## src/rtl/plcell_pkg.sv

```systemverilog
package plcell_pkg;
  typedef struct packed {
    logic       regOut;
    logic       mergeD2;
    logic [1:0] combWidth;
    logic       activeHigh;
  } cellCfg_t;

  typedef struct packed {
    logic clear1;
    logic clear2;
    logic load1;
    logic load2;
    logic preset;
  } cellStrobe_t;
endpackage

```

## src/rtl/plcell_control.sv

```systemverilog
module plcell_control
  import plcell_pkg::*;
(
  input  logic        clk,
  input  logic        rstN,
  input  logic        arTerm1,
  input  logic        arTerm2,
  input  logic        clkTerm1,
  input  logic        clkTerm2,
  input  logic        syncPreset,
  input  cellCfg_t    cfgIn,
  output cellStrobe_t strobe,
  output cellCfg_t    cfgHeld
);
  logic clkPrev1, clkPrev2;
  logic rise1, rise2;

  // previous clock-term levels, sampled every edge so no edge appears at reset release
  always_ff @(posedge clk) begin
    clkPrev1 <= clkTerm1;
    clkPrev2 <= clkTerm2;
  end

  // configuration is transparent only during reset
  always_ff @(posedge clk) begin
    if (!rstN) cfgHeld <= cfgIn;
  end

  assign rise1 = clkTerm1 & ~clkPrev1;
  assign rise2 = clkTerm2 & ~clkPrev2;

  always_comb begin
    strobe.clear1 = arTerm1;
    strobe.clear2 = arTerm2;
    strobe.load1  = rise1 & ~arTerm1;
    strobe.load2  = rise2 & ~arTerm2;
    strobe.preset = syncPreset;
  end

  assert_cfg_frozen_R11: assert property (@(posedge clk) disable iff (!rstN)
    rstN |=> $stable(cfgHeld));
endmodule

```

## src/rtl/plcell_datapath.sv

```systemverilog
module plcell_datapath
  import plcell_pkg::*;
#(
  parameter int TERMS_PER_SUM = 4,
  localparam int SUM_COUNT = 3,
  localparam int PT_WIDTH  = SUM_COUNT * TERMS_PER_SUM
) (
  input  logic                clk,
  input  logic                rstN,
  input  logic [PT_WIDTH-1:0] prodTerms,
  input  logic                oeTerm,
  input  logic                pinIn,
  input  cellStrobe_t         strobe,
  input  cellCfg_t            cfg,
  output logic                pinOut,
  output logic                pinOe,
  output logic                q1,
  output logic                q2,
  output logic                pinFb
);
  logic [SUM_COUNT-1:0] sumVal;
  logic sumA, sumB, sumC;
  logic d1, d2, combCore, core;

  for (genvar g = 0; g < SUM_COUNT; g++) begin : gSum
    assign sumVal[g] = |prodTerms[g*TERMS_PER_SUM +: TERMS_PER_SUM];
  end

  assign sumA = sumVal[0];
  assign sumB = sumVal[1];
  assign sumC = sumVal[2];

  // steering of the three sum terms
  always_comb begin
    d2 = sumC;
    if (cfg.regOut) d1 = sumA | sumB | (cfg.mergeD2 & sumC);
    else            d1 = sumB;
    case (cfg.combWidth)
      2'd0:    combCore = sumA;
      2'd1:    combCore = sumA | sumB;
      default: combCore = sumA | sumB | sumC;
    endcase
  end

  always_ff @(posedge clk or negedge rstN) begin
    if (!rstN)              q1 <= 1'b0;
    else if (strobe.clear1) q1 <= 1'b0;
    else if (strobe.load1)  q1 <= strobe.preset ? 1'b1 : d1;
  end

  always_ff @(posedge clk or negedge rstN) begin
    if (!rstN)              q2 <= 1'b0;
    else if (strobe.clear2) q2 <= 1'b0;
    else if (strobe.load2)  q2 <= strobe.preset ? 1'b1 : d2;
  end

  assign core   = cfg.regOut ? q1 : combCore;
  assign pinOut = cfg.activeHigh ? core : ~core;
  assign pinOe  = oeTerm;
  assign pinFb  = oeTerm ? pinOut : pinIn;

  assert_clear_q1_R5: assert property (@(posedge clk) disable iff (!rstN)
    strobe.clear1 |=> !q1);
  assert_clear_q2_R5: assert property (@(posedge clk) disable iff (!rstN)
    strobe.clear2 |=> !q2);
  assert_preset_q1_R6: assert property (@(posedge clk) disable iff (!rstN)
    (strobe.load1 && strobe.preset) |=> q1);
  assert_preset_q2_R6: assert property (@(posedge clk) disable iff (!rstN)
    (strobe.load2 && strobe.preset) |=> q2);
  assert_hold_q1_R4: assert property (@(posedge clk) disable iff (!rstN)
    (!strobe.clear1 && !strobe.load1) |=> $stable(q1));
  assert_hold_q2_R4: assert property (@(posedge clk) disable iff (!rstN)
    (!strobe.clear2 && !strobe.load2) |=> $stable(q2));
endmodule

```

## src/rtl/plcell_top.sv

```systemverilog
module plcell_top
  import plcell_pkg::*;
#(
  parameter int TERMS_PER_SUM = 4,
  localparam int PT_WIDTH = 3 * TERMS_PER_SUM
) (
  input  logic                clk,
  input  logic                rstN,
  input  logic [PT_WIDTH-1:0] prodTerms,
  input  logic                arTerm1,
  input  logic                arTerm2,
  input  logic                clkTerm1,
  input  logic                clkTerm2,
  input  logic                oeTerm,
  input  logic                syncPreset,
  input  logic                pinIn,
  input  logic                cfgRegOut,
  input  logic                cfgMergeD2,
  input  logic [1:0]          cfgCombWidth,
  input  logic                cfgActiveHigh,
  output logic                pinOut,
  output logic                pinOe,
  output logic                fbQ2,
  output logic                fbQ2N,
  output logic                fbQ1,
  output logic                fbQ1N,
  output logic                fbPin,
  output logic                fbPinN
);
  cellCfg_t    cfgIn, cfgHeld;
  cellStrobe_t strobe;
  logic        q1, q2, pinFb;

  assign cfgIn = '{regOut: cfgRegOut, mergeD2: cfgMergeD2,
                   combWidth: cfgCombWidth, activeHigh: cfgActiveHigh};

  plcell_control i_control (
    .clk(clk), .rstN(rstN), .arTerm1(arTerm1), .arTerm2(arTerm2),
    .clkTerm1(clkTerm1), .clkTerm2(clkTerm2), .syncPreset(syncPreset),
    .cfgIn(cfgIn), .strobe(strobe), .cfgHeld(cfgHeld)
  );

  plcell_datapath #(.TERMS_PER_SUM(TERMS_PER_SUM)) i_datapath (
    .clk(clk), .rstN(rstN), .prodTerms(prodTerms), .oeTerm(oeTerm),
    .pinIn(pinIn), .strobe(strobe), .cfg(cfgHeld), .pinOut(pinOut),
    .pinOe(pinOe), .q1(q1), .q2(q2), .pinFb(pinFb)
  );

  assign fbQ1   = q1;
  assign fbQ1N  = ~q1;
  assign fbQ2   = q2;
  assign fbQ2N  = ~q2;
  assign fbPin  = pinFb;
  assign fbPinN = ~pinFb;
endmodule

```

## config.mk

```make
export PLATFORM = sky130hd
export DESIGN_NAME = plcell_top
export DESIGN_NICKNAME = d
export VERILOG_FILES = /design/src/rtl/plcell_pkg.sv /design/src/rtl/plcell_control.sv /design/src/rtl/plcell_datapath.sv /design/src/rtl/plcell_top.sv
export SDC_FILE = /design/constraint.sdc
export NUM_CORES = 1
export LEC_CHECK = 0
export BUFFER_PORTS_ARGS = -buffer_cell sky130_fd_sc_hd__buf_4
export CELL_PAD_IN_SITES_DETAIL_PLACEMENT = 1
export CELL_PAD_IN_SITES_GLOBAL_PLACEMENT = 1
export CORE_MARGIN = 2
export CORE_UTILIZATION = 23
export CTS_CLUSTER_SIZE = 28
export DETAILED_ROUTE_END_ITERATION = 16
export HOLD_SLACK_MARGIN = 0.1
export MAX_ROUTING_LAYER = met4
export PLACE_DENSITY_LB_ADDON = 0.05
export SLEW_MARGIN = 20
export SYNTH_ARGS = -nofsm -noshare
export SYNTH_HDL_FRONTEND = slang
export SYNTH_SLANG_ARGS = --single-unit
```

## constraint.sdc

```tcl
create_clock -name clk -period 1.5 [get_ports clk]
set_clock_uncertainty 0.05 [all_clocks]
set_input_delay 0 -clock clk [delete_from_list [all_inputs] [get_ports clk]]
set_output_delay 0 -clock clk [all_outputs]
set_load 0.02 [all_outputs]
```

Word level (Yosys, flattened, before mapping)
Index checks and enable logic that the tools add are counted.

word-level totals
  flip-flop bits (word level) = 9
  latch bits = 0
  bits in writable memories = 0
  ROM bits = 0
  input port bits = 26
  output and inout bits = 8
  logic and storage cells = 42
  memories kept = 0

operators by class
  $add $sub $neg = 0
  multipliers = 0
  div/mod/pow operators = 0
  magnitude comparators = 0
  equal/unequal tests = 1
  shift-type cells = 0
  mux-type cells = 11
  bitwise gates (word level) = 16
  reductions and logical operators = 6

operators by type and width
  kind                number
  $reduce_or 4->1     3
  $mux 1              10
  $not 1->1           8
  $and 1x1->1         5
  $reduce_bool 2->1   2
  $or 1x1->1          3
  $eq 2x1->1 const B  1
  $logic_not 2->1     1
  $pmux 1 s2          1

Depth between registers and ports, before layout
Gate-level depths: netlist of run 1.

  depth after elaboration = 9
  mapped depth = 4
  mapped depth without buffers = 4

Hierarchy
Synthesis of run 1 repeated with hierarchy kept, for this count alone.

unflattened totals
  cells, all modules = 45
  area total of the unflattened synthesis = 483.0 um2

by module, submodules not included
  module           instances  cells each  area an instance (um2)  seq. area each (um2)
  plcell_control   1          13          241.5                   190.2
  plcell_datapath  1          29          230.2                   50.0
  plcell_top       1          3           11.3                    0.0

Worst setup path after synthesis of run 1
No wires, ideal clock.

  path type = in2out
  start = in prodTerms[1]
  end = out fbPin
  data arrival time = 1.788 ns
  data required time = 1.450 ns
  path slack = -0.338 ns
  stages on the path = 4
  path buffers = 0
  cells stage by stage = or4_4 > or4_4 > and4_4 > o31ai_1

on the way
  word-level cells in the longest chain between the ends = 8

RTL lines
  element              line                                          source
  start, declared      plcell_top.sv:9                               input logic [PT_WIDTH-1:0] prodTerms,
  $reduce_or 4->1 (*)  plcell_datapath.sv:26                         assign sumVal[g] = |prodTerms[g*TERMS_PER_SUM +: TERMS_PER_SUM];
  $or 1x1->1           plcell_datapath.sv:40, plcell_datapath.sv:41
  $or 1x1->1           plcell_datapath.sv:41                         default: combCore = sumA | sumB | sumC;
  $pmux 1 s2 (*)       plcell_datapath.sv:38                         case (cfg.combWidth)
  $mux 1 (*)           plcell_datapath.sv:57                         assign core = cfg.regOut ? q1 : combCore;
  $not 1->1            plcell_datapath.sv:58                         assign pinOut = cfg.activeHigh ? core : ~core;
  $mux 1 (*)           plcell_datapath.sv:58
  $mux 1 (*)           plcell_datapath.sv:60                         assign pinFb = oeTerm ? pinOut : pinIn;
  end, declared        plcell_top.sv:27                              output logic fbPin,

Every way passes the cells marked *; elsewhere a longest branch is shown, timed or not.

Worst setup path after layout of run 1
  start = reg i_control.cfgHeld[4] (netlist name)
  end = out fbPinN

on the way
  word-level cells in the longest chain between the ends = 5

RTL lines
  element        line                   source
  $mux 1 (*)     plcell_datapath.sv:57
  $not 1->1      plcell_datapath.sv:58
  $mux 1 (*)     plcell_datapath.sv:58
  $mux 1 (*)     plcell_datapath.sv:60
  $not 1->1 (*)  plcell_top.sv:54       assign fbPinN = ~pinFb;
  end, declared  plcell_top.sv:28       output logic fbPinN

Marked as above.

==> results of run 1 <==
critical path, stage by stage (launching register included):
cell      delay [ns]
edfxtp_1        0.41
or4_4           0.54
and4_4          0.20
o31a_1          0.25
buf_6           0.13
cells in the final DEF, fill, tap and decap left out, drive strengths merged:
cell type / instances
or4: 4
o31ai: 1
nor2b: 1
dfrtp: 2
dlygate4sd3: 12
a2111o: 1
clkbuf: 4
inv: 6
nor2: 1
dfxtp: 2
nor3: 1
nand2: 1
a211oi: 2
a21o: 1
a31oi: 1
nand2b: 2
and4: 1
edfxtp: 5
o31a: 1
a2111oi: 1
buf: 36
logic make-up (layout without fill, tap and decap cells):
family	count (synthesis)	count (layout)
buf+inv	7	58
compound gates	8	8
flops	9	9
simple gates	11	11
what timing repair did:
item | in CTS | in global routing
pin swaps | 1 | 0
resized for setup | 2 | 1
gates cloned | 0 | 0
setup endpoints to repair | 3 | 4
hold buffers | 12 | 0
endpoints found under the hold margin | 16 | 0
per-layer routing:
| metal | track usage, % | wire [um] | up-vias |
|---|---|---|---|
| li1 | - | - | 233 |
| met1 | 16.95 | 463 | 217 |
| met2 | 24.66 | 655 | 27 |
| met3 | 3.077 | 138 | 2 |
| met4 | 6.667 | 14 | 0 |
| met5 | - | 0 | - |
synth_stat cells:
| master | instances | area share [%] |
|---|---|---|
| a2111o_1 | 1 | 2.7 |
| a2111oi_0 | 1 | 2.1 |
| a211oi_1 | 2 | 3.6 |
| a21o_1 | 1 | 1.8 |
| a31oi_2 | 1 | 3.0 |
| and4_4 | 1 | 2.7 |
| buf_4 | 1 | 1.8 |
| dfrtp_1 | 2 | 12 |
| dfxtp_1 | 2 | 9.5 |
| edfxtp_1 | 5 | 36 |
| inv_1 | 6 | 5.3 |
| nand2_1 | 1 | 0.89 |
| nand2b_1 | 2 | 3.0 |
| nor2_1 | 1 | 0.89 |
| nor2b_1 | 1 | 1.5 |
| nor3_1 | 1 | 1.2 |
| o31a_1 | 1 | 2.1 |
| o31ai_1 | 1 | 1.8 |
| or4_1 | 2 | 3.6 |
| or4_4 | 2 | 5.3 |
power groups by stage:
stage,clock network [mW],logic (mW),registers (mW)
after floorplan,0,0.0615,0.295
after global placement,0,0.153,0.291
after detailed placement,0,0.154,0.292
after CTS,0.194,0.183,0.287
after global routing,0.207,0.199,0.289
final,0.181,0.183,0.287
final timing paths:
check	to	slack [ns]	cells after the start
setup / recovery	fbPinN	-0.33	4
hold / removal	pinOe	0.16	2
setup reg to reg	i_datapath.q1$_DFFE_PN0P_	0.30	3
hold reg to reg	i_datapath.q2$_DFFE_PN0P_	0.48	2
max in group asynchronous	i_datapath.q2$_DFFE_PN0P_	0.67	3
min in group asynchronous	i_datapath.q1$_DFFE_PN0P_	0.60	3
per-stage QoR:
step / hold WS (ns) / instance area [um^2]
after detailed placement: -0.2566 / 729.5
after floorplan: -0.3456 / 435.4
after CTS: 0.1591 / 883.3
after global routing: 0.1636 / 884.6
after global placement: -0.2556 / 729.5
final: 0.1574 / 884.6
sequential cells by signal, indices dropped and copies added (netlist names):
signal / flops
i_control.clkPrev2: 1
i_control.clkPrev1: 1
i_control.cfgHeld: 5
i_datapath.q1: 1
i_datapath.q2: 1
area by class of cell:
cell class / count / area, um^2
Sequential cell: 9 / 240.2
Inverter: 6 / 22.52
Timing Repair Buffer: 48 / 397.9
Clock buffer: 4 / 26.28
Multi-Input combinational cell: 19 / 166.4
Fill cell: 215 / 842.1
Tap cell: 25 / 31.28
==> out/results.ini, run 1 <==
[run_status]
status = complete, but fails checks
violations = negative setup slack

[clock_tree]
cts_root_buffer = clkbuf_4
clockBufferDepth = 2
cts_made_buffers = 3
clkTransAtPathRegs_ns = 0.05
post-cts-setup-buffer-count = 0
cts_sinks = 9
clk_latency_ns = 0.26
cts_tree = yes
ctsHtreeMaxLevel = 1

[worst_setup_path]
crit_type = reg2out
startpoint_type = flop
cp_max_fo = 3
worstPathArrival_ns = 1.78
r2r_start = i_control.cfgHeld[3]$_DFFE_PN_
startpoint = i_control.cfgHeld[4]$_DFFE_PN_
cp_data_required_time_ns = 1.45
cp-end-kind = output pin

[route]
firstDrtPassIters = 1
wl_per_cell_um = 11.46
vias_per_cell = 4.315
dr_total_vias = 479
ant_nets = 0
drc = 0
routed_wl_um = 1272
drt_iter0_markers = 0

[final_layout]
antenna_cells = 0
final_nets = 113
layout.cells.non_filler = 111
syn_to_final_growth_pct = 109.8
final_layout_size_suffix_gt1_share_pct = 51.16
fin_util_pct = 51.23

[sta]
setup_ws_ns = -0.3283
tns_ns = -0.8302
maxSlewHeadroom_pct = 77.18
fin_crit_sh_pct = 121.9
worst_pin_slew_ns = 0.3414
max_freq_mhz = 547.0
fin_crit_ns = 1.828
final_max_slew_viol_count = 0
rsz0062_at_grt = yes
hold_viol_final = 0
setup_viol = 3

[pwr]
peakVddDrop_uv = 446.3
power_uw = 650.2
net-switching-power_uw = 157.6
intPower_uw = 492.7
power_switching_share_pct = 24.23
total_leakage_power_nw = 0.3933
comb_power_share_pct = 28.1
power_density_nw_per_um2 = 735.1
pwr-share-seq_pct = 44.1
pwr-share-clk_pct = 27.8

[floorplan]
ios = 34
die_width_um = 46.82
row_count = 15
die-area_um2 = 2192
initial_core_util_pct = 24.42
die_h_um = 46.82
core_um2 = 1727

[global_routing]
antenna_found_initial = 0
grt_pass1_vias = 476
grt_max_degree = 6
grt.total_usage_pct = 14.79
grt_pass1_wl_um = 2125
grt_overflow = 0

[placement]
dp_cells = 95
globalplace.congestion = 0.6567
dp.final_hpwl_um = 898.5
io_buffers = 33
pre_cts_slack_ns = -0.3414

[hold_path]
min_from = oeTerm
hold_class = in2out

[synthesis]
yosys.area_share.xor_xnor_pct = 0
muxShareOfSynthArea_pct = 0
synth_top_family_by_area = simple AND/OR/NAND/NOR gates
synth-simple-area-share_pct = 18.99
synth_cells = 35
synth_nets = 61
postSynthAreaPerCell_um2 = 12.05
synth-seq-cells = 9
seq_area_frac_synth_pct = 56.97
yosys_warnings = 0
syn_area_um2 = 421.7
synth-compound-area-share_pct = 16.91
synth_cell_types = 20
synthAdderAreaFrac_pct = 0

[flow_run]
maxCapViolCount = 0

(Power assumes the default switching activity.)
==> run 2, diff against run 1 <==
--- a/config.mk
+++ b/config.mk
@@ -8,14 +8,13 @@
 export BUFFER_PORTS_ARGS = -buffer_cell sky130_fd_sc_hd__buf_4
 export CELL_PAD_IN_SITES_DETAIL_PLACEMENT = 1
 export CELL_PAD_IN_SITES_GLOBAL_PLACEMENT = 1
-export CORE_MARGIN = 2
 export CORE_UTILIZATION = 23
 export CTS_CLUSTER_SIZE = 28
 export DETAILED_ROUTE_END_ITERATION = 16
 export HOLD_SLACK_MARGIN = 0.1
 export MAX_ROUTING_LAYER = met4
-export PLACE_DENSITY_LB_ADDON = 0.05
-export SLEW_MARGIN = 20
+export PLACE_DENSITY = 0.83
+export SLEW_MARGIN = 10
 export SYNTH_ARGS = -nofsm -noshare
 export SYNTH_HDL_FRONTEND = slang
 export SYNTH_SLANG_ARGS = --single-unit
==> out/results.ini, run 2 (synthesis results as in run 1) <==
[route]
dr_total_vias = 486
vias_per_cell = 4.378
ant_nets = 0
drt_iter0_markers = 4
routed_wl_um = 1223
firstDrtPassIters = 2
drc = 0
wl_per_cell_um = 11.02

[pwr]
comb_power_share_pct = 27.6
power_switching_share_pct = 25.17
net-switching-power_uw = 165.8
intPower_uw = 493.1
total_leakage_power_nw = 0.3933
pwr-share-clk_pct = 28.8
peakVddDrop_uv = 503.4
power_uw = 659.0
power_density_nw_per_um2 = 744.9
pwr-share-seq_pct = 43.6

[worst_setup_path]
cp_slowest_cell = or4_4
cp-end-kind = output pin
cp_num_buf_inv = 1
cp_max_fo = 3
startpoint_type = flop
crit_type = reg2out
path_delay_family = simple AND/OR/NAND/NOR gates
cp_data_required_time_ns = 1.45
worstPathArrival_ns = 1.79
cpPeakStageDelay_ns = 0.54
path_cells = or4_4 > and4_4 > o31a_1 > buf_6

[global_routing]
grt_max_degree = 6
grt.total_usage_pct = 14.25
top_usage_layer = met2
use_met3_pct = 4.000
met2_usage_pct = 22.65
grt_use_met1_pct = 14.14
antenna_found_initial = 0
grt_pass1_vias = 447
grt_pass1_wl_um = 1794
grt_overflow = 0

[final_layout]
final_cell_area_um2 = 884.6
syn_to_final_growth_pct = 109.8
final_nets = 113
antenna_cells = 0
final_common_cell = buf_4
top_register = i_control.cfgHeld
final_layout_size_suffix_gt1_share_pct = 51.16
largest_reg_flops = 5
final_cell_mix = buf_4, dlygate4sd3_1, inv_1
n_fill_cell = 214

[floorplan]
initial_core_util_pct = 24.42
die_h_um = 44.82
core_um2 = 1727
row_count = 15
die-area_um2 = 2008
die_width_um = 44.82
ios = 34

[clock_tree]
cts_sinks = 9
clkTransAtPathRegs_ns = 0.05
post-cts-setup-buffer-count = 0
ctsHtreeMaxLevel = 1
cts_made_buffers = 3
clockBufferDepth = 2
cts_root_buffer = clkbuf_4
cts_tree = yes
clk_latency_ns = 0.27

[placement]
dp.final_hpwl_um = 901.3
placed_cell_area_um2 = 729.5
globalplace.congestion = 0.6665
io_buffers = 33

[sta]
maxSlewHeadroom_pct = 76.03
rsz0062_at_grt = yes
fin_crit_sh_pct = 122.4
fin_crit_ns = 1.836
holdWs_ns = 0.1576
final_max_slew_viol_count = 0
setup_viol = 3
setup_ws_ns = -0.3364
worst_pin_slew_ns = 0.3587
max_freq_mhz = 544.5
hold_viol_final = 0

[flow_run]
maxCapViolCount = 0

[hold_path]
hold_class = in2out

[run_status]
violations = negative setup slack
status = complete, but fails checks

run 2: final timing paths:
check / startpoint / endpoint / slack, ns / cells past startpoint
max in group asynchronous: rstN / i_datapath.q2$_DFFE_PN0P_ / 0.69 / 3
worst min register to register: i_control.clkPrev2$_DFF_P_ / i_datapath.q2$_DFFE_PN0P_ / 0.47 / 2
worst min-delay path: oeTerm / pinOe / 0.16 / 2
min in group asynchronous: rstN / i_datapath.q1$_DFFE_PN0P_ / 0.58 / 3
worst max register to register: i_control.cfgHeld[3]$_DFFE_PN_ / i_datapath.q1$_DFFE_PN0P_ / 0.25 / 3
worst max-delay path: i_control.cfgHeld[4]$_DFFE_PN_ / fbPinN / -0.34 / 4
run 2: power groups by stage:
stage / sequential (mW) / combinational [mW] / clock [mW]
floorplan: 0.295 / 0.0615 / 0
global placement: 0.291 / 0.150 / 0
detailed placement: 0.292 / 0.153 / 0
CTS: 0.287 / 0.183 / 0.199
global route: 0.289 / 0.195 / 0.212
finish: 0.287 / 0.182 / 0.190
run 2: stage by stage:
stage,setup slack [ns],TNS (ns),std cells,util [%]
floorplan,-0.1150,-0.2740,35,-
global placement,-0.3192,-0.9930,95,42.25
detailed placement,-0.3247,-1.087,95,42.25
CTS,-0.3531,-0.9083,111,51.16
global route,-0.3863,-1.069,111,51.23
finish,-0.3364,-0.8553,111,51.23
run 2: repair_timing:
action / in CTS / in global routing
gates resized for setup: 2 / 1
pin swaps: 1 / 0
hold endpoints to repair: 16 / 0
setup endpoints to repair: 3 / 4
hold buffers: 12 / 0
run 2: layout make-up:
type                    instances  area [um^2]  share of cell area, %
inverters                       6        22.52                  2.546
well taps                      25        31.28                  3.536
multi-input cells              19        166.4                  18.81
clock buffers                   4        26.28                  2.970
repair buffers                 48        397.9                  44.98
flip-flops and latches          9        240.2                  27.16
run 2: metal layers:
metal,routed length (um),part of all wire [%]
met5,0,0
met4,42,3.4
met3,94,7.7
met2,634,52
met1,451,37
==> run 3, diff against run 2 <==
--- a/config.mk
+++ b/config.mk
@@ -8,12 +8,14 @@
 export BUFFER_PORTS_ARGS = -buffer_cell sky130_fd_sc_hd__buf_4
 export CELL_PAD_IN_SITES_DETAIL_PLACEMENT = 1
 export CELL_PAD_IN_SITES_GLOBAL_PLACEMENT = 1
+export CORE_ASPECT_RATIO = 0.75
 export CORE_UTILIZATION = 23
 export CTS_CLUSTER_SIZE = 28
 export DETAILED_ROUTE_END_ITERATION = 16
 export HOLD_SLACK_MARGIN = 0.1
 export MAX_ROUTING_LAYER = met4
-export PLACE_DENSITY = 0.83
+export PLACE_DENSITY = 0.7
+export SETUP_SLACK_MARGIN = 0.3
 export SLEW_MARGIN = 10
 export SYNTH_ARGS = -nofsm -noshare
 export SYNTH_HDL_FRONTEND = slang
==> out/results.ini, run 3 (synthesis results as in run 1) <==
[run_status]
status = complete, but fails checks
violations = negative setup slack

[pwr]
peakVddDrop_uv = 680.6
total_leakage_power_nw = 0.3912
power_density_nw_per_um2 = 756.1
power_uw = 660.3

[global_routing]
grt.total_usage_pct = 15.07
grt_max_degree = 7
antenna_found_initial = 0
grt_overflow = 0
grt_pass1_vias = 492
grt_pass1_wl_um = 2028

[worst_setup_path]
startpoint_type = flop
cp_max_fo = 4
cp-end-kind = output pin
crit_type = reg2out
rrSetupSlack_ns = 0.20
cp_data_required_time_ns = 1.45
worstPathArrival_ns = 1.83

[clock_tree]
clockBufferDepth = 2
cts_tree = yes
cts_made_buffers = 3
ctsHtreeMaxLevel = 1
clk_latency_ns = 0.26
cts_root_buffer = clkbuf_4
clkTransAtPathRegs_ns = 0.06
cts_sinks = 9

[final_layout]
top_register = i_control.cfgHeld
largest_reg_flops = 5
antenna_cells = 0
final_common_cell = buf_4
seqCellArea_um2 = 240.2
layout.cells.non_filler = 107
final_cell_mix = buf_4, dlygate4sd3_1, inv_1
n_fill_cell = 197
multi_input_comb_area_um2 = 165.2
final_nets = 112
final_layout_size_suffix_gt1_share_pct = 51.76
syn_to_final_growth_pct = 107.1

[sta]
rsz0062_at_grt = yes
final_max_slew_viol_count = 0
setup_ws_ns = -0.3831
max_freq_mhz = 531.0
worst_pin_slew_ns = 0.4625
holdWs_ns = 0.1580
fin_crit_ns = 1.883
hold_viol_final = 0
fin_crit_sh_pct = 125.5
tns_ns = -0.9989
setup_viol = 3
maxSlewHeadroom_pct = 68.37

[hold_path]
hold_class = in2out

[route]
ant_nets = 0
routed_wl_um = 1362
wl_per_cell_um = 12.73
drc = 0
dr_total_vias = 472
firstDrtPassIters = 4
vias_per_cell = 4.411
drt_iter0_markers = 3

[floorplan]
row_count = 13
initial_core_util_pct = 24.46
ios = 34
die_width_um = 51.44
die_h_um = 39.08
die-area_um2 = 2010
core_um2 = 1724

[flow_run]
maxCapViolCount = 0

[placement]
dp.final_hpwl_um = 968.4
dp_cells = 91
globalplace.congestion = 0.6474
io_buffers = 33
pre_cts_slack_ns = -0.3302

-- run 3: changes by cell type in the layout (fill, tap and decap cells not counted) --
cell,before,now
clkbuf_1,1,0
a2111oi_0,0,1
clkinv_2,0,1
buf_4,34,33
a2111oi_1,1,0
-- run 3: final cells by class --
cell class / instances / share of cell area (%)
Timing Repair Buffer: 47 / 44.70
Sequential cell: 9 / 27.51
Multi-Input combinational cell: 19 / 18.91
Tap cell: 22 / 3.152
Clock buffer: 3 / 2.579
Inverter: 6 / 2.579
Clock inverter: 1 / 0.5731
-- run 3: worst paths after layout --
path / start / end / depth (start not counted)
min in group asynchronous: rstN / i_datapath.q2$_DFFE_PN0P_ / 3
worst max-delay path: i_control.cfgHeld[4]$_DFFE_PN_ / fbPinN / 4
worst min-delay path: oeTerm / pinOe / 2
worst min register to register: i_control.clkPrev2$_DFF_P_ / i_datapath.q2$_DFFE_PN0P_ / 2
max in group asynchronous: rstN / i_datapath.q1$_DFFE_PN0P_ / 3
worst max register to register: i_control.cfgHeld[3]$_DFFE_PN_ / i_datapath.q1$_DFFE_PN0P_ / 3
-- run 3: power breakdown --
part / switching, mW / internal, mW / total (mW)
combinational: 0.0731 / 0.108 / 0.181
clock: 0.0928 / 0.0987 / 0.191
sequential: 0.00786 / 0.280 / 0.287
-- run 3: what timing repair did --
item	in CTS	in global routing
resized for setup	2	0
setup buffers	0	0
endpoints found under the hold margin	16	0
pin swaps	1	0
hold buffers	12	0
setup endpoints to repair	4	4
-- run 3: critical path, stage by stage, from the launching register on --
cell and delay, ns:
edfxtp_1 0.44, or4_4 0.54, and4_4 0.20, o31a_1 0.25, buf_6 0.13
-- run 3: metrics by stage --
| step | instance area, um^2 | util, % |
|---|---|---|
| after global placement | 718.2 | 41.65 |
| after CTS | 873.3 | 50.65 |
| after floorplan | 435.4 | - |
| final | 873.3 | 50.65 |
| after detailed placement | 718.2 | 41.65 |
| after global routing | 873.3 | 50.65 |
-- run 3: per-layer routing --
metal	up-vias	GRT usage [%]	part of all wire (%)
met2	22	31.49	58
met3	2	5.882	6.1
li1	230	-	-
met1	218	12.33	34
met5	-	-	0
met4	0	4.730	2.0
